==> config.mk <==
export PLATFORM = sky130hd
export DESIGN_NAME = safety_err_agg
export DESIGN_NICKNAME = d
export VERILOG_FILES = /design/src/rtl/sea_pkg.sv /design/src/rtl/sea_status_reg.sv /design/src/rtl/sea_enable_reg.sv /design/src/rtl/sea_ecc_sum.sv /design/src/rtl/safety_err_agg.sv
export SDC_FILE = /design/constraint.sdc
export NUM_CORES = 1
export LEC_CHECK = 0
export ABC_AREA = 1
export BUFFER_PORTS_ARGS = -buffer_cell sky130_fd_sc_hd__buf_2
export CAP_MARGIN = 20
export CORE_AREA = 2 2 74 76
export CTS_BUF_LIST = sky130_fd_sc_hd__clkbuf_16
export DETAILED_ROUTE_END_ITERATION = 8
export DIE_AREA = 0 0 76 78
export PLACE_DENSITY_LB_ADDON = 0.3
export SLEW_MARGIN = 20
export SYNTH_ARGS = -nofsm -noshare
export SYNTH_HDL_FRONTEND = slang
export SYNTH_SLANG_ARGS = --single-unit
==> constraint.sdc <==
create_clock -name clk -period 1.5 [get_ports clk]
set_input_delay 0.3 -clock clk [delete_from_list [all_inputs] [get_ports clk]]
set_output_delay 0.3 -clock clk [all_outputs]
set_load 0.01 [all_outputs]
==> src/rtl/sea_pkg.sv <==
// sea_pkg: shared constants of the safety error status aggregator.
// Assumes 32-bit status words and three-bit register select codes.
package sea_pkg;
    localparam int DW         = 32;
    localparam int SELW       = 3;
    localparam int ECC_STRIDE = 4;   // bits per memory group in an ECC domain
    localparam int MEM_GROUPS = 4;
    localparam int DMA_GROUPS = 1;

    localparam logic [SELW-1:0] ADDR_MAC    = 3'd0;
    localparam logic [SELW-1:0] ADDR_MEM    = 3'd1;
    localparam logic [SELW-1:0] ADDR_DMA    = 3'd2;
    localparam logic [SELW-1:0] ADDR_MEM_EN = 3'd3;
    localparam logic [SELW-1:0] ADDR_DMA_EN = 3'd4;

    // Defined-bit masks: group layout is {reserved, unc, mismatch, cor}
    function automatic logic [DW-1:0] ecc_valid(input int groups);
        logic [DW-1:0] m;
        m = '0;
        for (int g = 0; g < groups; g++) m[g*ECC_STRIDE +: 3] = 3'b111;
        return m;
    endfunction

    localparam logic [DW-1:0] MAC_VALID = 32'h010F_FFFF;
    localparam logic [DW-1:0] MEM_VALID = ecc_valid(MEM_GROUPS);
    localparam logic [DW-1:0] DMA_VALID = ecc_valid(DMA_GROUPS);
endpackage

==> src/rtl/sea_status_reg.sv <==
// sea_status_reg: sticky status word with write-one-to-clear.
// Set has priority over clear; bits outside VALID are constant zero.
module sea_status_reg #(
    parameter int            W     = 32,
    parameter logic [W-1:0]  VALID = '1
) (
    input  logic         clk,
    input  logic         rst_n,
    input  logic [W-1:0] set_i,
    input  logic         clr_en_i,
    input  logic [W-1:0] clr_data_i,
    output logic [W-1:0] stat_o
);
    logic [W-1:0] clr_mask;
    logic [W-1:0] stat_q;

    // Purpose: select which bits the current write clears
    always_comb begin
        clr_mask = clr_en_i ? clr_data_i : '0;
    end

    // Purpose: hold captured events, clear on request, new events win
    always_ff @(posedge clk) begin
        if (!rst_n) begin
            stat_q <= '0;
        end else begin
            stat_q <= ((stat_q & ~clr_mask) | set_i) & VALID;
        end
    end

    assign stat_o = stat_q;
endmodule

==> src/rtl/sea_enable_reg.sv <==
// sea_enable_reg: plain read/write enable bits loaded from write data.
// Assumes the caller qualifies we_i with the register select.
module sea_enable_reg #(
    parameter int W = 4
) (
    input  logic         clk,
    input  logic         rst_n,
    input  logic         we_i,
    input  logic [W-1:0] d_i,
    output logic [W-1:0] q_o
);
    // Purpose: store enables, cleared by reset
    always_ff @(posedge clk) begin
        if (!rst_n) begin
            q_o <= '0;
        end else if (we_i) begin
            q_o <= d_i;
        end
    end
endmodule

==> src/rtl/sea_ecc_sum.sv <==
// sea_ecc_sum: summary generation for one ECC domain.
// Inputs are already separated per group: one correctable bit and
// two uncorrectable-class bits (mismatch, uncorrectable) per memory.
module sea_ecc_sum #(
    parameter int GROUPS = 4
) (
    input  logic [GROUPS-1:0]   cor_i,
    input  logic [2*GROUPS-1:0] unc_i,
    input  logic [GROUPS-1:0]   en_i,
    output logic                cor_o,
    output logic                unc_o
);
    // Purpose: correctable events only count when their memory is enabled
    always_comb begin
        cor_o = |(cor_i & en_i);
    end

    // Purpose: uncorrectable-class events are never masked
    always_comb begin
        unc_o = |unc_i;
    end
endmodule

==> src/rtl/safety_err_agg.sv <==
// safety_err_agg: sticky capture of three safety domains, register
// port with write-one-to-clear, enables and five summary interrupts.
// Assumes error pulses are synchronous to clk and one cycle wide.
module safety_err_agg
    import sea_pkg::*;
(
    input  logic            clk,
    input  logic            rst_n,
    input  logic [DW-1:0]   mac_err_pulse,
    input  logic [DW-1:0]   mem_err_pulse,
    input  logic [DW-1:0]   dma_err_pulse,
    input  logic            reg_wr,
    input  logic [SELW-1:0] reg_sel,
    input  logic [DW-1:0]   reg_wdata,
    output logic [DW-1:0]   reg_rdata,
    output logic            irq_mac_unc,
    output logic            irq_mem_cor,
    output logic            irq_mem_unc,
    output logic            irq_dma_cor,
    output logic            irq_dma_unc
);
    logic [DW-1:0]         mac_stat, mem_stat, dma_stat;
    logic [MEM_GROUPS-1:0] mem_en;
    logic [DMA_GROUPS-1:0] dma_en;
    logic wr_mac, wr_mem, wr_dma, wr_mem_en, wr_dma_en;

    logic [MEM_GROUPS-1:0]   mem_cor;
    logic [2*MEM_GROUPS-1:0] mem_unc;
    logic [DMA_GROUPS-1:0]   dma_cor;
    logic [2*DMA_GROUPS-1:0] dma_unc;

    // Purpose: decode write strobes per register
    always_comb begin
        wr_mac    = reg_wr && (reg_sel == ADDR_MAC);
        wr_mem    = reg_wr && (reg_sel == ADDR_MEM);
        wr_dma    = reg_wr && (reg_sel == ADDR_DMA);
        wr_mem_en = reg_wr && (reg_sel == ADDR_MEM_EN);
        wr_dma_en = reg_wr && (reg_sel == ADDR_DMA_EN);
    end

    sea_status_reg #(.W(DW), .VALID(MAC_VALID)) u_mac_stat (
        .clk(clk), .rst_n(rst_n), .set_i(mac_err_pulse),
        .clr_en_i(wr_mac), .clr_data_i(reg_wdata), .stat_o(mac_stat));

    sea_status_reg #(.W(DW), .VALID(MEM_VALID)) u_mem_stat (
        .clk(clk), .rst_n(rst_n), .set_i(mem_err_pulse),
        .clr_en_i(wr_mem), .clr_data_i(reg_wdata), .stat_o(mem_stat));

    sea_status_reg #(.W(DW), .VALID(DMA_VALID)) u_dma_stat (
        .clk(clk), .rst_n(rst_n), .set_i(dma_err_pulse),
        .clr_en_i(wr_dma), .clr_data_i(reg_wdata), .stat_o(dma_stat));

    sea_enable_reg #(.W(MEM_GROUPS)) u_mem_en (
        .clk(clk), .rst_n(rst_n), .we_i(wr_mem_en),
        .d_i(reg_wdata[MEM_GROUPS-1:0]), .q_o(mem_en));

    sea_enable_reg #(.W(DMA_GROUPS)) u_dma_en (
        .clk(clk), .rst_n(rst_n), .we_i(wr_dma_en),
        .d_i(reg_wdata[DMA_GROUPS-1:0]), .q_o(dma_en));

    // Split each ECC group into its correctable and uncorrectable-class bits
    for (genvar g = 0; g < MEM_GROUPS; g++) begin : g_mem_split
        assign mem_cor[g]       = mem_stat[g*ECC_STRIDE];
        assign mem_unc[2*g +: 2] = mem_stat[g*ECC_STRIDE+1 +: 2];
    end
    for (genvar g = 0; g < DMA_GROUPS; g++) begin : g_dma_split
        assign dma_cor[g]       = dma_stat[g*ECC_STRIDE];
        assign dma_unc[2*g +: 2] = dma_stat[g*ECC_STRIDE+1 +: 2];
    end

    sea_ecc_sum #(.GROUPS(MEM_GROUPS)) u_mem_sum (
        .cor_i(mem_cor), .unc_i(mem_unc), .en_i(mem_en),
        .cor_o(irq_mem_cor), .unc_o(irq_mem_unc));

    sea_ecc_sum #(.GROUPS(DMA_GROUPS)) u_dma_sum (
        .cor_i(dma_cor), .unc_i(dma_unc), .en_i(dma_en),
        .cor_o(irq_dma_cor), .unc_o(irq_dma_unc));

    // Purpose: every MAC-domain fault is uncorrectable and ungated
    always_comb begin
        irq_mac_unc = |mac_stat;
    end

    // Purpose: combinational read mux, unmapped selects read zero
    always_comb begin
        reg_rdata = '0;
        case (reg_sel)
            ADDR_MAC:    reg_rdata = mac_stat;
            ADDR_MEM:    reg_rdata = mem_stat;
            ADDR_DMA:    reg_rdata = dma_stat;
            ADDR_MEM_EN: reg_rdata[MEM_GROUPS-1:0] = mem_en;
            ADDR_DMA_EN: reg_rdata[DMA_GROUPS-1:0] = dma_en;
            default:     reg_rdata = '0;
        endcase
    end
endmodule

**Yosys cells after proc, flatten, opt, wreduce, memory -nomap -nowiden**

Cells that the tools add are included.

- Register bits after elaboration: 41
- Input port bits: 134
- Output and inout port bits: 37
- Logic and storage cells: 36

- Equal/unequal tests: 4
- Multiplexer cells: 6
- Bitwise gates (word level): 11
- Reduce and logical (&&, ||, !) cells: 10

Operator list:

| kind | number |
|---|---|
| $pmux W21 S3 | 1 |
| $reduce_or A32 Y1 | 1 |
| $and A25 B25 Y25 | 1 |
| $mux W25 | 1 |
| $not A25 Y25 | 1 |
| $or A25 B25 Y25 | 1 |
| $and A15 B15 Y15 | 1 |
| $mux W15 | 1 |
| $not A15 Y15 | 1 |
| $or A15 B15 Y15 | 1 |
| $pmux W3 S4 | 1 |
| $reduce_or A8 Y1 | 1 |
| $eq A3 B2 Y1 const B | 2 |
| $logic_and A1 B1 Y1 | 5 |
| $pmux W1 S5 | 1 |
| $and A4 B4 Y4 | 1 |
| $reduce_or A4 Y1 | 1 |
| $and A3 B3 Y3 | 1 |
| $eq A3 B1 Y1 const B | 1 |
| $eq A3 B3 Y1 const B | 1 |
| $logic_not A3 Y1 | 1 |
| $mux W3 | 1 |
| $not A3 Y3 | 1 |
| $or A3 B3 Y3 | 1 |
| other kinds (2) | 2 |

**Depth between registers and ports, before layout**

Gate-level depths: netlist of run 1.

- Word-level depth: 6
- Mapped depth: 8
- Depth with buffers taken out: 8

**By module**

From an unflattened synthesis of run 1, not the netlist that was laid out.

- Cells, all modules: 530
- Area total of the unflattened synthesis: 3209.3 um^2

Modules (own cells, without submodules):

| module | times used | cells an instance | area an instance (um^2) | sequential area each (um^2) |
|---|---|---|---|---|
| safety_err_agg | 1 | 222 | 974.7 | 0.0 |
| sea_status_reg (u_mac_stat) | 1 | 122 | 899.6 | 420.4 |
| sea_status_reg (u_mem_stat) | 1 | 84 | 696.9 | 240.2 |
| sea_status_reg (u_dma_stat) | 1 | 46 | 334.1 | 60.1 |
| sea_enable_reg (u_mem_en) | 1 | 25 | 166.4 | 80.1 |
| sea_ecc_sum (u_mem_sum) | 1 | 20 | 77.6 | 0.0 |
| sea_enable_reg (u_dma_en) | 1 | 6 | 41.3 | 20.0 |
| sea_ecc_sum (u_dma_sum) | 1 | 5 | 18.8 | 0.0 |

**Worst setup path after synthesis of run 1**

Ideal clock, no wire load.

- Path type: input port to output port
- Start point: in reg_sel[1]
- End point: out reg_rdata[2]
- Arrival time: 0.920 ns
- Required time: 1.200 ns
- Path slack: 0.280 ns
- Stages: 5
- Path buffers: 2
- Path through: nor2_2 > buf_4 > buf_4 > nand3_1 > nand4_1

- Word-level cells in the longest chain between the ends: 2
- Elaborated cells between the ends (all ways): 5
- Classes of those cells: eq/ne: 3; mux: 1; reduce/logical: 1

Ends and longest elaborated chain:

| element | RTL line | text |
|---|---|---|
| start, declared | safety_err_agg.sv:13 | `input logic [SELW-1:0] reg_sel,` |
| $eq A3 B2 Y1, or another cell as far along | safety_err_agg.sv:87 | `case (reg_sel)` |
| $pmux W3 S4 (*) | safety_err_agg.sv:87 |  |
| end, declared | safety_err_agg.sv:15 | `output logic [DW-1:0] reg_rdata,` |

Every way passes the cells marked *; elsewhere a longest branch is shown, timed or not.

**Worst setup path after layout of run 1**

- Start point: in reg_sel[0]
- End point: out reg_rdata[0]

- Word-level cells in the longest chain between the ends: 2
- Elaborated cells between the ends (all ways): 6
- Classes of those cells: eq/ne: 4; mux: 1; reduce/logical: 1

Ends and longest elaborated chain:

| element | RTL line |
|---|---|
| $eq A3 B3 Y1, or another cell as far along | safety_err_agg.sv:87 |
| $pmux W1 S5 (*) | safety_err_agg.sv:87 |

Marks and branches as above.

==> results.txt, run 1 <==
----------------------------------------------------
[Status]
  Status ... completed

[Drt]
  Vias per cell ... 4.98
  Count of TritonRoute iterations in the first routing pass ... 4
  Detail Route Antenna Nets ... 0
  Drc violations ... 0
  DRC violation total after the first TritonRoute iteration ... 185
  Via count ... 2472
  Total wirelength of the detailed-routed design ... 6780 um
  Average wire length per cell after detail routing ... 13.7 um

[Logic synthesis]
  Xor and xnor area share after synthesis ... 0%
  Post-Synthesis Mean Instance Area ... 6.66 um2
  Compound-Gate Fraction of Synth Area ... 11.5%
  Post-Syn Instances ... 325
  Post-synthesis simple-gate area fraction ... 33.0%
  Leading cell types by total area after synthesis ... sky130_fd_sc_hd__dfxtp_1, sky130_fd_sc_hd__nand4_1, sky130_fd_sc_hd__inv_1
  Top-area cell type share of the netlist area ... 37.9%
  Yosys warning count ... 0
  Number of enable-type register cells in the synthesized netlist ... 0
  Most used standard cell by instance count after synthesis ... sky130_fd_sc_hd__inv_1
  Combinational family with the most area after synthesis ... simple AND/OR/NAND/NOR gates
  Synthesized flop and latch total ... 41
  Syn Std Cell Area ... 2160 um2
  Count of unique library cells instantiated by Yosys ... 21
  Fraction of synthesis flops using an asynchronous set or reset pin ... 0%
  Sequential-to-total area share from yosys stat ... 37.9%
  Post-synthesis share of cell area spent on full adders, half adders and majority gates ... 0%
  Leading register cell type out of synthesis ... sky130_fd_sc_hd__dfxtp_1
  Most common library cells after synthesis ... sky130_fd_sc_hd__inv_1, sky130_fd_sc_hd__nand2_1, sky130_fd_sc_hd__dfxtp_1
  Post-synthesis mux area share ... 0%
  Cell taking the most area after synthesis ... sky130_fd_sc_hd__dfxtp_1

[Setup path]
  Worst Setup Path Type ... in -> out
  Critical path required time ... 1.20 ns
  Capturing element type of the critical path ... output pin
  Worst EP arrival ... 1.15 ns
  Worst reg-to-reg path cell count ... 3
  Top fanout value on the critical path ... 11
  Destination of the worst register-to-register timing path ... u_mac_stat.stat_o[3]$_SDFF_PN0_
  Critical R2R Launch ... u_mac_stat.stat_o[3]$_SDFF_PN0_
  Kind of start point of the critical path ... input pin
  Worst reg2reg setup slack ... 0.73 ns

[GRT]
  Vias in the first global route ... 2331
  Fraction of met2 tracks used by global routing ... 38.4%
  Most used routing layer ... met2
  Wire length of the first global-routing pass ... 10800 um
  Global Route met1 Usage ... 29.3%
  Total global routing overflow ... 0
  Maximum number of pins on one net before global-route repair ... 21
  Met3 usage ... 4.42%
  Antenna violations before repair ... 0
  GRT Total Usage ... 22.8%

[Pwr]
  Switch Pwr ... 0.000753 W
  Max IR drop VDD ... 0.560 mV
  Internal power summed over all cells ... 0.00215 W
  Share of power burned in combinational logic ... 17.0%
  LEAKAGE ... 1.52 nW
  Sequential fraction of design power ... 42.1%
  Power density cells ... 960 nW/um2
  Clock Power Share ... 40.9%
  Sw Share ... 25.9%
  PnR Total Power ... 0.00290 W

[Clock tree]
  Htree depth ... 2
  Insertion delay of the later-clocked pin in the worst-skew pair ... 0.28 ns
  Num Clock Sinks ... 41
  Cell chosen for the clock root ... sky130_fd_sc_hd__clkbuf_16
  Max Buffers Root-to-Sink ... 2
  TritonCTS clock tree ... done
  Hold bufs inserted after CTS ... 0
  Worst-path clk slew ... 0.06 ns
  Total clock buffers created by CTS ... 5

[STA]
  Minimum clock period ... 1.45 ns
  Worst Skew ... 0 ns
  Endpoints failing hold ... 0
  Highest Clock Rate ... 690 MHz
  Post-route fraction of the period consumed by the critical path ... 96.6%
  Accumulated negative setup slack ... 0 ns
  Unrepaired setup endpoints after global routing ... yes
  Final slew viol count ... 0
  Final critical-path setup slack ... 0.0511 ns
  Final count of negative-setup-slack endpoints ... 0

[Floorplan]
  Width of the chip ... 76 um
  Cell row count ... 26
  Initial cell density of the core ... 42.9%
  Overall die height ... 78 um
  Boundary pin count ... 171
  Area of the core ... 5040 um2
  Area of the die ... 5930 um2

[Placement]
  Number of placed instances, taps included ... 482
  GP Congestion ... 0.849
  Detailed Place HPWL ... 4860 um
  Placement-stage cell area ... 2680 um2
  Placement Setup Slack ... -0.00701 ns
  Port Buffer Count ... 88

[Finish]
  Final Instance Area ... 3020 um2
  Fraction of final layout cells sized beyond drive strength 1 ... 34.0%
  Area used by multi-input combinational logic ... 1100 um2
  Register cell area after layout ... 828 um2
  Number of diodes added for antenna fixing ... 0
  Net count reported at finish ... 559
  Area growth, synth to finish ... 39.7%
  Non-filler cells in the finished layout ... 496
  Filler cell count ... 484

[Min path]
  Hold endpoint ... u_mac_stat.stat_o[5]$_SDFF_PN0_
  Launch point of the worst hold path ... mac_err_pulse[5]
  Cell depth of the worst hold path ... 3
  Min-Delay Path Class ... in -> reg

[Flow run]
  Max cap viols ... 0

----------------------------------------------------
[cell families (layout without fill, tap and decap cells)]
| logic type | Yosys count | in the layout |
|---|---|---|
| simple gates | 151 | 151 |
| flops | 41 | 41 |
| compound gates | 49 | 49 |
| other cells | 1 | 11 |
| buf+inv | 83 | 174 |
[stage by stage]
step	hold slack, ns	util, %
CTS	0.224	56.5
global route	0.236	60.0
global placement	0.450	53.2
detailed placement	0.453	53.2
finish	0.224	60.0
floorplan	0.417	-
[critical path, stage by stage]
cell                      delay, ns
sky130_fd_sc_hd__buf_4         0.13
sky130_fd_sc_hd__nor2_4        0.19
sky130_fd_sc_hd__buf_8         0.17
sky130_fd_sc_hd__nand3_2       0.06
sky130_fd_sc_hd__nand2_1       0.06
sky130_fd_sc_hd__inv_1         0.04
sky130_fd_sc_hd__nand4_1       0.06
sky130_fd_sc_hd__buf_2         0.13
[cell usage in the layout, fill, tap and decap left out, types with 2 or more instances in the layout]
cell type                   instances
sky130_fd_sc_hd__nor2_2             3
sky130_fd_sc_hd__buf_4             20
sky130_fd_sc_hd__inv_2              5
sky130_fd_sc_hd__nand2_1           48
sky130_fd_sc_hd__nand3_1           14
sky130_fd_sc_hd__dfxtp_1           35
sky130_fd_sc_hd__a21oi_1           38
sky130_fd_sc_hd__buf_6              4
sky130_fd_sc_hd__nor2_4             4
sky130_fd_sc_hd__clkbuf_16          5
sky130_fd_sc_hd__conb_1            11
sky130_fd_sc_hd__inv_1             50
sky130_fd_sc_hd__nor2_1            36
sky130_fd_sc_hd__o21ai_2            2
sky130_fd_sc_hd__clkinv_1           2
sky130_fd_sc_hd__nand4_1           40
sky130_fd_sc_hd__dfxtp_2            6
sky130_fd_sc_hd__o21ai_1            2
sky130_fd_sc_hd__o22ai_2            2
sky130_fd_sc_hd__o21ai_0            4
sky130_fd_sc_hd__buf_2             85
[per-layer routing]
metal	share of wire [%]	vias up
li1	-	1237
met1	42	1098
met2	47	122
met3	8.7	15
met4	2.3	0
met5	0	-
[power by group through the flow]
stage          Combinational, W  Clock, W  Sequential, W
2_1_floorplan          0.000266         0        0.00122
3_5_place_dp           0.000439         0        0.00124
5_1_grt                0.000547   0.00126        0.00123
3_3_place_gp           0.000433         0        0.00123
4_1_cts                0.000441   0.00121        0.00121
6_report               0.000494   0.00119        0.00122
[flip-flops by register name, summed over array words and instances, names as in the netlist]
signal             count
u_mem_stat.stat_o     12
u_dma_stat.stat_o      3
u_mem_en.q_o           4
u_mac_stat.stat_o     21
u_dma_en.q_o           1
[final cells by class]
class | instances | area share [%]
timing repair buffer | 110 | 21.0
clock inverter | 3 | 1.24
tap | 70 | 2.90
inverter | 56 | 7.04
sequential | 41 | 27.4
clock buffer | 5 | 4.14
multi-input combinational | 211 | 36.3
[worst max path at each step]
stage / slack (ns) / depth (start not counted) / endpoint / start
3_3_place_gp: 0.002 / 5 / reg_rdata[14] / reg_sel[1]
4_1_cts: -0.02 / 8 / reg_rdata[0] / reg_sel[1]
5_1_grt: -0.002 / 5 / irq_mac_unc / u_mac_stat.stat_o[14]$_SDFF_PN0_
2_1_floorplan: 0.28 / 5 / reg_rdata[2] / reg_sel[1]
3_5_place_dp: -0.007 / 5 / reg_rdata[14] / reg_sel[1]
6_report: 0.05 / 8 / reg_rdata[0] / reg_sel[0]
[repair_timing]
item	in CTS	in global routing
buffers inserted	0	6
endpoints found under the setup margin	8	18
pin swaps	0	11
cloned	0	1
gates resized for setup	0	46
(Power assumes the default switching activity.)
==> inputs of run 2 (changes only) <==
--- a/config.mk
+++ b/config.mk
@@ -8,11 +8,12 @@
 export ABC_AREA = 1
 export BUFFER_PORTS_ARGS = -buffer_cell sky130_fd_sc_hd__buf_2
 export CAP_MARGIN = 20
-export CORE_AREA = 2 2 74 76
+export CORE_AREA = 10 10 82 84
 export CTS_BUF_LIST = sky130_fd_sc_hd__clkbuf_16
 export DETAILED_ROUTE_END_ITERATION = 8
-export DIE_AREA = 0 0 76 78
+export DIE_AREA = 0 0 92 94
 export PLACE_DENSITY_LB_ADDON = 0.3
+export RECOVER_POWER = 50
 export SLEW_MARGIN = 20
 export SYNTH_ARGS = -nofsm -noshare
 export SYNTH_HDL_FRONTEND = slang
==> run 2 against run 1 <==
Against the previous run:
- clock skew stayed put
- non-clock buffer count increased by 3
- clock power up 17%
==> results.txt, run 2 (synthesis results as in run 1) <==
----------------------------------------------------
[Status]
  Status ... completed (unchanged)

[Setup path]
  Highest cell delay on the worst timing path ... 0.18 ns (was 0.19 ns)
  Worst reg-to-reg path cell count ... 2 (was 3)
  Cells along the critical path ... buf_4, nor2_4, buf_6, nand3_1, nand2_1, inv_1, nand4_1, buf_2 (was buf_4, nor2_4, buf_8, nand3_2, nand2_1, inv_1, nand4_1, buf_2)
  Gate family responsible for the most delay along the worst path ... buffers and inverters (unchanged)
  Top fanout value on the critical path ... 14 (was 11)
  Capturing element type of the critical path ... output pin (unchanged)
  Critical R2R Launch ... u_mac_stat.stat_o[15]$_SDFF_PN0_ (was u_mac_stat.stat_o[3]$_SDFF_PN0_)
  Critical-path cell with the highest stage delay ... sky130_fd_sc_hd__buf_6 (was sky130_fd_sc_hd__nor2_4)
  Destination of the worst register-to-register timing path ... u_mac_stat.stat_o[15]$_SDFF_PN0_ (was u_mac_stat.stat_o[3]$_SDFF_PN0_)
  Worst reg2reg setup slack ... 0.84 ns (was 0.73 ns)
  Critical path required time ... 1.20 ns (about the same)
  Worst Setup Path Type ... in -> out (unchanged)
  Count of buffering cells on the critical path with inverters included ... 4 (unchanged)
  Worst EP arrival ... 1.18 ns (was 1.15 ns)
  Kind of start point of the critical path ... input pin (unchanged)

[Floorplan]
  Area of the core ... 5070 um2 (was 5040 um2)
  Boundary pin count ... 171 (unchanged)
  Cell row count ... 26 (unchanged)
  Initial cell density of the core ... 42.6% (was 42.9%)
  Overall die height ... 94 um (was 78 um)
  Width of the chip ... 92 um (was 76 um)
  Area of the die ... 8650 um2 (was 5930 um2)

[Drt]
  Vias per cell ... 5.08 (was 4.98)
  Count of TritonRoute iterations in the first routing pass ... 4 (unchanged)
  Drc violations ... 0 (unchanged)
  DRC violation total after the first TritonRoute iteration ... 119 (was 185)
  Total wirelength of the detailed-routed design ... 7750 um (was 6780 um)
  Detail Route Antenna Nets ... 0 (unchanged)
  Average wire length per cell after detail routing ... 15.5 um (was 13.7 um)
  Via count ... 2537 (was 2472)

[Clock tree]
  Hold bufs inserted after CTS ... 0 (unchanged)
  Total clock buffers created by CTS ... 5 (unchanged)
  Max Buffers Root-to-Sink ... 2 (unchanged)
  TritonCTS clock tree ... done (unchanged)
  Htree depth ... 2 (unchanged)
  Insertion delay of the later-clocked pin in the worst-skew pair ... 0.28 ns (about the same)
  Cell chosen for the clock root ... sky130_fd_sc_hd__clkbuf_16 (unchanged)
  Num Clock Sinks ... 41 (unchanged)
  Worst-path clk slew ... 0.06 ns (about the same)

[Finish]
  Max FFs per register ... 21 (unchanged)
  Final Instance Area ... 3110 um2 (was 3020 um2)
  Fraction of final layout cells sized beyond drive strength 1 ... 34.7% (was 34.0%)
  Filler cell count ... 486 (was 484)
  Most common library cell in the layout ignoring fill and taps ... sky130_fd_sc_hd__buf_2 (unchanged)
  Net count reported at finish ... 562 (was 559)
  Number of diodes added for antenna fixing ... 0 (unchanged)
  Most frequent cells in the layout ... sky130_fd_sc_hd__buf_2, sky130_fd_sc_hd__inv_1, sky130_fd_sc_hd__nand2_1, sky130_fd_sc_hd__nand4_1, sky130_fd_sc_hd__a21oi_1 (unchanged)
  Area growth, synth to finish ... 43.6% (was 39.7%)

[Placement]
  Placement Setup Slack ... -0.0667 ns (was -0.00701 ns)
  GP Congestion ... 0.836 (was 0.849)
  Placement-stage cell area ... 2720 um2 (was 2680 um2)
  Detailed Place HPWL ... 5570 um (was 4860 um)
  Port Buffer Count ... 88 (unchanged)

[GRT]
  Antenna violations before repair ... 0 (unchanged)
  Total global routing overflow ... 0 (unchanged)
  Vias in the first global route ... 2514 (was 2331)
  GRT Total Usage ... 17.1% (was 22.8%)
  Wire length of the first global-routing pass ... 12100 um (was 10800 um)
  Maximum number of pins on one net before global-route repair ... 27 (was 21)

[Min path]
  Min-Delay Path Class ... in -> reg (unchanged)
  Launch point of the worst hold path ... mac_err_pulse[11] (was mac_err_pulse[5])
  Hold endpoint ... u_mac_stat.stat_o[11]$_SDFF_PN0_ (was u_mac_stat.stat_o[5]$_SDFF_PN0_)
  Cell depth of the worst hold path ... 3 (unchanged)

[STA]
  Final count of negative-setup-slack endpoints ... 0 (unchanged)
  Accumulated negative setup slack ... 0 ns (unchanged)
  Highest Clock Rate ... 677 MHz (was 690 MHz)
  Final slew viol count ... 0 (unchanged)
  Endpoints failing hold ... 0 (unchanged)
  Post-Route Hold Slack ... 0.220 ns (was 0.224 ns)
  Minimum clock period ... 1.48 ns (was 1.45 ns)
  Post-route fraction of the period consumed by the critical path ... 98.4% (was 96.6%)
  Unrepaired setup endpoints after global routing ... yes (unchanged)
  Final critical-path setup slack ... 0.0237 ns (was 0.0511 ns)
  Worst Skew ... 0 ns (unchanged)

[Pwr]
  Power density cells ... 1010 nW/um2 (was 960 nW/um2)
  LEAKAGE ... 1.56 nW (was 1.52 nW)
  PnR Total Power ... 0.00313 W (was 0.00290 W)
  Max IR drop VDD ... 0.618 mV (was 0.560 mV)

[Flow run]
  Max cap viols ... 0 (unchanged)

----------------------------------------------------
-- run 2: report_power, final --
part           switching, W  internal [W]  total [W]
combinational      0.000290      0.000223   0.000514
sequential        0.0000514       0.00117    0.00122
clock              0.000443      0.000950    0.00139
-- run 2: stage by stage --
step | instances | util, %
2_1_floorplan | 335 | -
3_3_place_gp | 484 | 53.7
3_5_place_dp | 484 | 53.7
4_1_cts | 492 | 57.7
5_1_grt | 499 | 61.2
6_report | 499 | 61.2
-- run 2: metal layers --
layer  vias up  track usage (%)  wire, um
li1       1254                -         -
met1      1145             19.8      3100
met2       118             28.2      3710
met3        20             6.95       747
met4         0             5.91       185
met5         -                0         0
-- run 2: worst max-delay path by stage --
stage / start / depth (start not counted) / end / slack [ns]
6_report: reg_sel[1] / 8 / reg_rdata[0] / 0.02
5_1_grt: reg_sel[1] / 10 / reg_rdata[0] / -0.04
4_1_cts: reg_sel[1] / 8 / reg_rdata[0] / -0.003
3_5_place_dp: reg_sel[2] / 6 / reg_rdata[6] / -0.07
3_3_place_gp: reg_sel[2] / 6 / reg_rdata[10] / -0.06
2_1_floorplan: reg_sel[1] / 5 / reg_rdata[2] / 0.28
-- run 2: final cells by class --
class	count	area (um2)	area share, %
multi-input cells	211	1080	34.8
repair buffers	113	704	22.7
flip-flops and latches	41	827	26.6
clock buffers	5	125	4.03
well taps	70	87.6	2.82
inverters	56	215	6.93
clock inverters	3	65.1	2.09
-- run 2: repair_timing --
| action | in CTS | in global routing |
|---|---|---|
| pin swaps | 0 | 12 |
| setup endpoints to repair | 9 | 12 |
| buffers inserted | 0 | 5 |
| cloned | 0 | 2 |
| resized for setup | 4 | 40 |
-- run 2: tightest hold or removal path, delay by kind of cell --
| family | cells | cell delay [ns] |
|---|---|---|
| AND/OR/NAND/NOR | 1 | 0.06 |
| buffers and inverters | 1 | 0.07 |
| AO/OA/AOI/OAI | 1 | 0.03 |
